### src/rtl/cfg_lock_pkg.sv
package cfg_lock_pkg;
  localparam int BIT_LV    = 0;
  localparam int BIT_RSTP  = 1;
  localparam int BIT_LOCK  = 2;
  localparam int BIT_PPROT = 3;
  localparam int BIT_DPROT = 4;
  localparam int SIZE_LSB  = 5;

  typedef enum logic [1:0] {
    OP_WRITE      = 2'd0,
    OP_BULK_ERASE = 2'd1,
    OP_SELF_ERASE = 2'd2,
    OP_RSVD       = 2'd3
  } cfg_op_e;
endpackage

### src/rtl/cfg_req_judge.sv
module cfg_req_judge
  import cfg_lock_pkg::*;
#(
  parameter int CFG_W = 8
) (
  input  logic             req_valid_i,
  input  logic [1:0]       op_i,
  input  logic             lv_port_i,
  input  logic [CFG_W-1:0] data_i,
  input  logic [CFG_W-1:0] cur_i,
  output logic             accept_o,
  output logic             is_write_o,
  output logic [CFG_W-1:0] next_o
);
  logic port_ok;
  logic locked;

  always_comb begin
    port_ok    = !lv_port_i || cur_i[BIT_LV];
    locked     = !cur_i[BIT_LOCK];
    accept_o   = 1'b0;
    is_write_o = 1'b0;
    next_o     = cur_i;
    unique case (cfg_op_e'(op_i))
      OP_WRITE: begin
        is_write_o = 1'b1;
        // low-voltage port may not drop its own enable
        accept_o   = port_ok && !(lv_port_i && !data_i[BIT_LV]);
        next_o     = cur_i & data_i;
      end
      OP_BULK_ERASE: begin
        accept_o = port_ok && !locked;
        next_o   = '1;
      end
      OP_SELF_ERASE: begin
        accept_o = !locked;
        next_o   = '1;
      end
      default: accept_o = 1'b0;
    endcase
    if (!req_valid_i) accept_o = 1'b0;
  end
endmodule

### src/rtl/cfg_bit_store.sv
module cfg_bit_store
  import cfg_lock_pkg::*;
#(
  parameter int               CFG_W    = 8,
  parameter logic [CFG_W-1:0] INIT_CFG = '1
) (
  input  logic             clk_i,
  input  logic             rst_ni,
  input  logic             req_valid_i,
  input  logic             accept_i,
  input  logic             is_write_i,
  input  logic [CFG_W-1:0] next_i,
  output logic [CFG_W-1:0] cfg_o,
  output logic             resp_valid_o,
  output logic             resp_ok_o
);
  localparam int SIZE_W = CFG_W - SIZE_LSB;

  logic [CFG_W-1:0] cfg_q;
  logic             upd;

  assign upd = req_valid_i && accept_i;

  for (genvar i = 0; i < CFG_W; i++) begin : g_bit
    always_ff @(posedge clk_i or negedge rst_ni) begin
      if (!rst_ni)  cfg_q[i] <= INIT_CFG[i];
      else if (upd) cfg_q[i] <= next_i[i];
    end
  end

  always_ff @(posedge clk_i or negedge rst_ni) begin
    if (!rst_ni) begin
      resp_valid_o <= 1'b0;
      resp_ok_o    <= 1'b0;
    end else begin
      resp_valid_o <= req_valid_i;
      resp_ok_o    <= upd;
    end
  end

  assign cfg_o = cfg_q;

  p_lock_sticky_r4: assert property (@(posedge clk_i) disable iff (!rst_ni)
    !cfg_q[BIT_LOCK] |=> !cfg_q[BIT_LOCK]);

  p_size_no_rise_r5: assert property (@(posedge clk_i) disable iff (!rst_ni)
    !cfg_q[BIT_LOCK] |=>
      ((cfg_q[CFG_W-1:SIZE_LSB] & ~$past(cfg_q[CFG_W-1:SIZE_LSB])) == SIZE_W'(0)));

  p_write_no_rise_r2: assert property (@(posedge clk_i) disable iff (!rst_ni)
    (upd && is_write_i) |=> ((cfg_q & ~$past(cfg_q)) == CFG_W'(0)));

  p_reject_hold_r10: assert property (@(posedge clk_i) disable iff (!rst_ni)
    (req_valid_i && !accept_i) |=> $stable(cfg_q));

  p_resp_pulse_r10: assert property (@(posedge clk_i) disable iff (!rst_ni)
    req_valid_i |=> resp_valid_o);

  p_no_spurious_r10: assert property (@(posedge clk_i) disable iff (!rst_ni)
    !req_valid_i |=> !resp_valid_o);
endmodule

### src/rtl/cfg_pin_decode.sv
module cfg_pin_decode (
  input  logic lv_en_i,
  input  logic rst_pin_en_i,
  input  logic lock_n_i,
  input  logic pprot_n_i,
  input  logic dprot_n_i,
  output logic mclr_o,
  output logic locked_o,
  output logic pprot_o,
  output logic dprot_o
);
  // low-voltage enable forces master clear and masks the pin enable
  assign mclr_o   = lv_en_i ? 1'b1 : rst_pin_en_i;
  assign locked_o = !lock_n_i;
  assign pprot_o  = !pprot_n_i;
  assign dprot_o  = !dprot_n_i;
endmodule

### src/rtl/cfg_lock_ctrl.sv
module cfg_lock_ctrl
  import cfg_lock_pkg::*;
#(
  parameter int                  SIZE_W   = 3,
  parameter logic [SIZE_W+4:0]   INIT_CFG = '1
) (
  input  logic              clk_i,
  input  logic              rst_ni,
  input  logic              req_valid_i,
  input  logic [1:0]        req_op_i,
  input  logic              req_lv_i,
  input  logic [SIZE_W+4:0] req_data_i,
  output logic              resp_valid_o,
  output logic              resp_ok_o,
  output logic [SIZE_W+4:0] cfg_o,
  output logic              rst_pin_mclr_o,
  output logic              store_locked_o,
  output logic              prog_protected_o,
  output logic              data_protected_o
);
  localparam int CFG_W = SIZE_LSB + SIZE_W;

  logic [CFG_W-1:0] cur_cfg;
  logic [CFG_W-1:0] next_cfg;
  logic             accept;
  logic             is_write;

  cfg_req_judge #(.CFG_W(CFG_W)) u_judge (
    .req_valid_i(req_valid_i),
    .op_i       (req_op_i),
    .lv_port_i  (req_lv_i),
    .data_i     (req_data_i),
    .cur_i      (cur_cfg),
    .accept_o   (accept),
    .is_write_o (is_write),
    .next_o     (next_cfg)
  );

  cfg_bit_store #(.CFG_W(CFG_W), .INIT_CFG(INIT_CFG)) u_store (
    .clk_i       (clk_i),
    .rst_ni      (rst_ni),
    .req_valid_i (req_valid_i),
    .accept_i    (accept),
    .is_write_i  (is_write),
    .next_i      (next_cfg),
    .cfg_o       (cur_cfg),
    .resp_valid_o(resp_valid_o),
    .resp_ok_o   (resp_ok_o)
  );

  cfg_pin_decode u_pins (
    .lv_en_i     (cur_cfg[BIT_LV]),
    .rst_pin_en_i(cur_cfg[BIT_RSTP]),
    .lock_n_i    (cur_cfg[BIT_LOCK]),
    .pprot_n_i   (cur_cfg[BIT_PPROT]),
    .dprot_n_i   (cur_cfg[BIT_DPROT]),
    .mclr_o      (rst_pin_mclr_o),
    .locked_o    (store_locked_o),
    .pprot_o     (prog_protected_o),
    .dprot_o     (data_protected_o)
  );

  assign cfg_o = cur_cfg;

  p_locked_erase_reject_r5: assert property (@(posedge clk_i) disable iff (!rst_ni)
    (req_valid_i && store_locked_o && (req_op_i inside {2'd1, 2'd2})) |=> !resp_ok_o);

  p_lv_guard_r6: assert property (@(posedge clk_i) disable iff (!rst_ni)
    (req_valid_i && req_lv_i && req_op_i == 2'd0 && !req_data_i[BIT_LV]) |=> !resp_ok_o);
endmodule

### config.mk
export PLATFORM = sky130hd
export DESIGN_NAME = cfg_lock_ctrl
export DESIGN_NICKNAME = d
export VERILOG_FILES = /design/src/rtl/cfg_lock_pkg.sv /design/src/rtl/cfg_req_judge.sv /design/src/rtl/cfg_bit_store.sv /design/src/rtl/cfg_pin_decode.sv /design/src/rtl/cfg_lock_ctrl.sv
export SDC_FILE = /design/constraint.sdc
export NUM_CORES = 1
export LEC_CHECK = 0
export ABC_AREA = 0
export BUFFER_PORTS_ARGS = -buffer_cell sky130_fd_sc_hd__buf_2
export CAP_MARGIN = 10
export CELL_PAD_IN_SITES_DETAIL_PLACEMENT = 0
export CELL_PAD_IN_SITES_GLOBAL_PLACEMENT = 1
export CORE_ASPECT_RATIO = 0.7
export CORE_UTILIZATION = 33
export DETAILED_ROUTE_END_ITERATION = 8
export PLACE_DENSITY_LB_ADDON = 0.1
export SYNTH_ARGS = -nofsm -noshare
export SYNTH_HDL_FRONTEND = slang
export SYNTH_HIERARCHICAL = 1
export SYNTH_SLANG_ARGS = --single-unit
### constraint.sdc
create_clock -name clk_i -period 2.33 [get_ports clk_i]
set_clock_uncertainty 0.2 [all_clocks]
set_input_delay 0.1165 -clock clk_i [delete_from_list [all_inputs] [get_ports clk_i]]
set_output_delay 0.1165 -clock clk_i [all_outputs]
set_load 0.03 [all_outputs]
* After elaboration in Yosys (flattened, before gate mapping)
Cells that the tools add are included.
** Storage, ports and cells
- Register bits after elaboration :: 10
- Word-level logic and storage cells :: 32
** Cells by class
- Equality and inequality tests :: 2
- Mux-type cells :: 4
- Bitwise operators :: 1
- Reductions and logical operators :: 15
** Operators by type and width (count)
- $pmux 8 s2 :: 1
- $and 8x8->8 :: 1
- $logic_not 1->1 :: 6
- $logic_and 1x1->1 :: 4
- $pmux 1 s3 :: 1
- $eq 2x1->1 const B :: 1
- $eq 2x2->1 const B :: 1
- $logic_not 2->1 :: 1
- $mux 1 :: 2
- $reduce_and 2->1 :: 1
- $reduce_bool 2->1 :: 1
- $reduce_or 2->1 :: 1
- $logic_or 1x1->1 :: 1

* Depth between registers and ports, before layout
- Word-level depth :: 8
- Mapped depth :: 7
- Gate-level depth less buffers :: 6

* Modules after synthesis
The synthesis kept the hierarchy.
** Modules (own cells, without submodules)
- cfg_bit_store :: times used 1, cells each 20, area an instance 395.4 um^2, seq. area each 260.2 um^2
- cfg_req_judge :: times used 1, cells each 39, area an instance 230.2 um^2, seq. area each 0.0 um^2
- cfg_pin_decode :: times used 1, cells each 4, area an instance 17.5 um^2, seq. area each 0.0 um^2

* Worst setup path after synthesis
No wires, ideal clock.
- Path kind :: register to register
- From :: register u_store.cfg_q[2], in the netlist u_store/cfg_o[2]
- To :: register u_store.cfg_q[0], in the netlist u_store/cfg_o[0]
- Data arrival time :: 1.811 ns
- Data required time :: 2.048 ns
- Path slack :: 0.236 ns
- Cell stages (with the launch flop) :: 6
- Period minus slack after synthesis :: 2.094 ns
- Path through :: dfstp_2 -> inv_1 -> a211o_1 -> a311oi_1 -> nand2_4 -> mux2_4
** Between the ends
- Cells in the longest elaborated chain, start to end :: 5
** RTL lines
- start: declaration :: RTL line cfg_bit_store.sv:19 : logic [CFG_W-1:0] cfg_q;
- start signal: indexed assignment :: RTL line cfg_bit_store.sv:26 : if (!rst_ni) cfg_q[i] <= INIT_CFG[i];
- start signal: indexed assignment :: RTL line cfg_bit_store.sv:27 : else if (upd) cfg_q[i] <= next_i[i];
- $logic_and 1x1->1 :: RTL line cfg_req_judge.sv:32 : accept_o = port_ok && !locked;
- $pmux 1 s3 * :: RTL line cfg_req_judge.sv:24 : unique case (cfg_op_e'(op_i))
- $mux 1 * :: RTL line cfg_req_judge.sv:41 : if (!req_valid_i) accept_o = 1'b0;
- via accept :: RTL line cfg_lock_ctrl.sv:25 : logic accept;
- $logic_and 1x1->1 * :: RTL line cfg_bit_store.sv:22 : assign upd = req_valid_i && accept_i;
- $reduce_and 2->1 (no source line) *
Mark *: on every way through the listed nets, which the timed path passes. The rest lies on a longest branch.
A chain may end at the register's enable or synchronous reset.

* Final worst setup path
- From :: register u_store.cfg_q[2], in the netlist u_store/cfg_o[2]
- To :: register u_store.cfg_q[2], in the netlist u_store/cfg_o[2]
The elaborated chain is that of the path after synthesis.

==> out/results.txt <==
Starting Density: 0.379
Placer Congestion: 0.801
DRT Pass-1 Iters: 4
Postcts setup bufs: 0
Worst vdd ir: 0.928 mV
Fin area: 850 um^2
Required time of the critical path: 2.31 ns
Clock period minus worst slack: 2.07 ns
Layout cells sized above 1: 0.510
Worst skew pair latency: 0.26 ns
Critical path type: register to register
# IOs: 28
Crit path max-delay cell type: dfstp_2
Diode count: 0
Slew headroom: 0.734
WP data arrival: 2.05 ns
Clock root buffer: clkbuf_4
Hold crit path type: primary input to async pin
Util after Layout: 0.501
Mean Syn Cell Area: 10.2 um^2
Final Hold Violating Endpoints: 0
Bufs and invs on worst path: 1
Sink Count: 10
Pins Over Slew Limit: 0
Ys Warns: 6
Synth Cell Area: 643 um^2
Crit Path Max Fanout: 9
Syn_nets: 81
Die ar.: 2130 um^2
CP Launch Type: register
Instance count of the mapped netlist: 63
Vias/cell: 4.51
Nets: 115
Leak pwr: 0.476 nW
Initial drt markers: 5
Number of setup violations in the final report: 0
EDFF count, synth: 0
Die width: 54.8 um
Number of global-route vias before repair: 504
Total GRT Usage: 0.162
R2R cell count: 5
Worst-Margin Slew: 0.397 ns
Tot Pwr: 0.00104 W
CTS HTree Levels: 1
Synth cell types: 16
Filler cell count: 171
CTS max path bufs: 2
Pwr Density: 1230 nW/um^2
Global-route wire length before repair: 2.27 mm
Antenna viol nets, final: 0
CP endpoint kind: register
DP Area: 803 um^2
Ratio of final minimum period to clock period: 0.889
Main flop type after synthesis: dfstp_2
RSZ-0062 raised after global routing: false
Core box area: 1700 um^2
WP depth: 5
CP Cell Sequence: inv_1, a211o_1, a311oi_1, nand2_4, mux2_4
TritonCTS buffer count: 3
Critical path's top delay family: compound AO/OA/AOI/OAI gates
Outcome: finished, final reports clean
Register area share after synthesis: 0.405
Vias: 528
Initial antenna violation count: 0
TritonCTS clock tree: done
Synth-to-Final Area Change: 32.1%
Clock Pin Slew Worst Setup and Hold Paths: 0.06 ns
Largest net degree at the start of global routing: 11
PostCTS Resize Cnt: 0
Commonest non-fill, non-tap cells in the layout: 27 x buf_2, 15 x inv_1
Die Height: 38.9 um
CTS Hold Bufs: 2
Routed wire length: 1.29 mm
FP Rows: 12
Max Freq: 0.483 GHz
Commonest non-fill, non-tap cell in the layout: buf_2
Total grt overflow: 0
Wirelength per Cell: 11.0 um
Setup_tns: 0 ns
Yosys reg bits: 10
I/O Buffers: 27
Post-DP HPWL: 986 um
Max cap viols: 0
Async SR Flop Fraction: 1.00
DRC errors left: 0
Largest stage delay on the critical path: 0.57 ns
-- registers in the layout, indices dropped and copies added, names as in the netlist --
register,cells
u_store/resp_valid_o,1
u_store/cfg_o,8
u_store/resp_ok_o,1
-- cells by family (layout without fill, tap and decap cells) --
logic type | count (synthesis) | in the layout | synth area share
simple gates | 5 | 5 | 0.0525
buf+inv | 17 | 50 | 0.113
mux | 8 | 8 | 0.187
fa+ha+maj | 4 | 4 | 0.0778
flops | 10 | 10 | 0.405
compound gates | 19 | 19 | 0.165
-- metrics by stage --
step	setup slack (ns)	hold WS, ns	cells
after floorplan	0.236	-0.379	63
final	0.259	0.0360	117
after CTS	0.244	0.0352	117
after global routing	0.178	0.0515	117
after detailed placement	0.268	-0.214	111
after global placement	0.288	-0.218	111
-- synthesized netlist by cell type (all sizes together) (2+ instances only) --
library cell,number,share of area
inv,15,0.088
a21oi,8,0.062
dfstp,8,0.33
mux2,8,0.19
o21ai,8,0.062
ha,4,0.078
buf,2,0.025
dfrtp,2,0.078
nand2,2,0.023
nand2b,2,0.019
-- final timing paths --
kind / from / endpoint / slack [ns]
max: u_store/cfg_o[2] / u_store/cfg_o[2] / 0.26
max in group asynchronous: rst_ni / u_store/cfg_o[2] / 1.63
min in group clk_i: req_data_i[3] / u_store/cfg_o[3] / 0.09
max reg2reg: u_store/cfg_o[2] / u_store/cfg_o[2] / 0.26
min reg2reg: u_store/cfg_o[6] / u_store/cfg_o[6] / 0.43
min: rst_ni / u_store/resp_valid_o / 0.04
-- layer usage --
| layer | wire length [um] | global-route usage | up-vias |
|---|---|---|---|
| li1 | - | - | 270 |
| met1 | 650 | 0.193 | 240 |
| met2 | 553 | 0.247 | 16 |
| met3 | 76 | 0.0824 | 2 |
| met4 | 11 | 0.0577 | 0 |
| met5 | 0 | 0 | - |
-- power by group --
group	internal [W]	switching, W	total, W	leakage (nW)
logic	0.000215	0.000341	0.000556	0.352
clock network	0.0000659	0.0000534	0.000119	0.0150
registers	0.000299	0.0000693	0.000369	0.109
total	0.000580	0.000464	0.00104	0.476
-- layout make-up --
type / count / area [um^2] / share of cell area
repair buffers: 31 / 170 / 0.200
clock buffers: 4 / 26.3 / 0.0309
inverters: 15 / 56.3 / 0.0663
well taps: 21 / 26.3 / 0.0309
flip-flops and latches: 10 / 260 / 0.306
multi-input cells: 36 / 310 / 0.365
No activity file was read; power rests on OpenSTA's default activity.
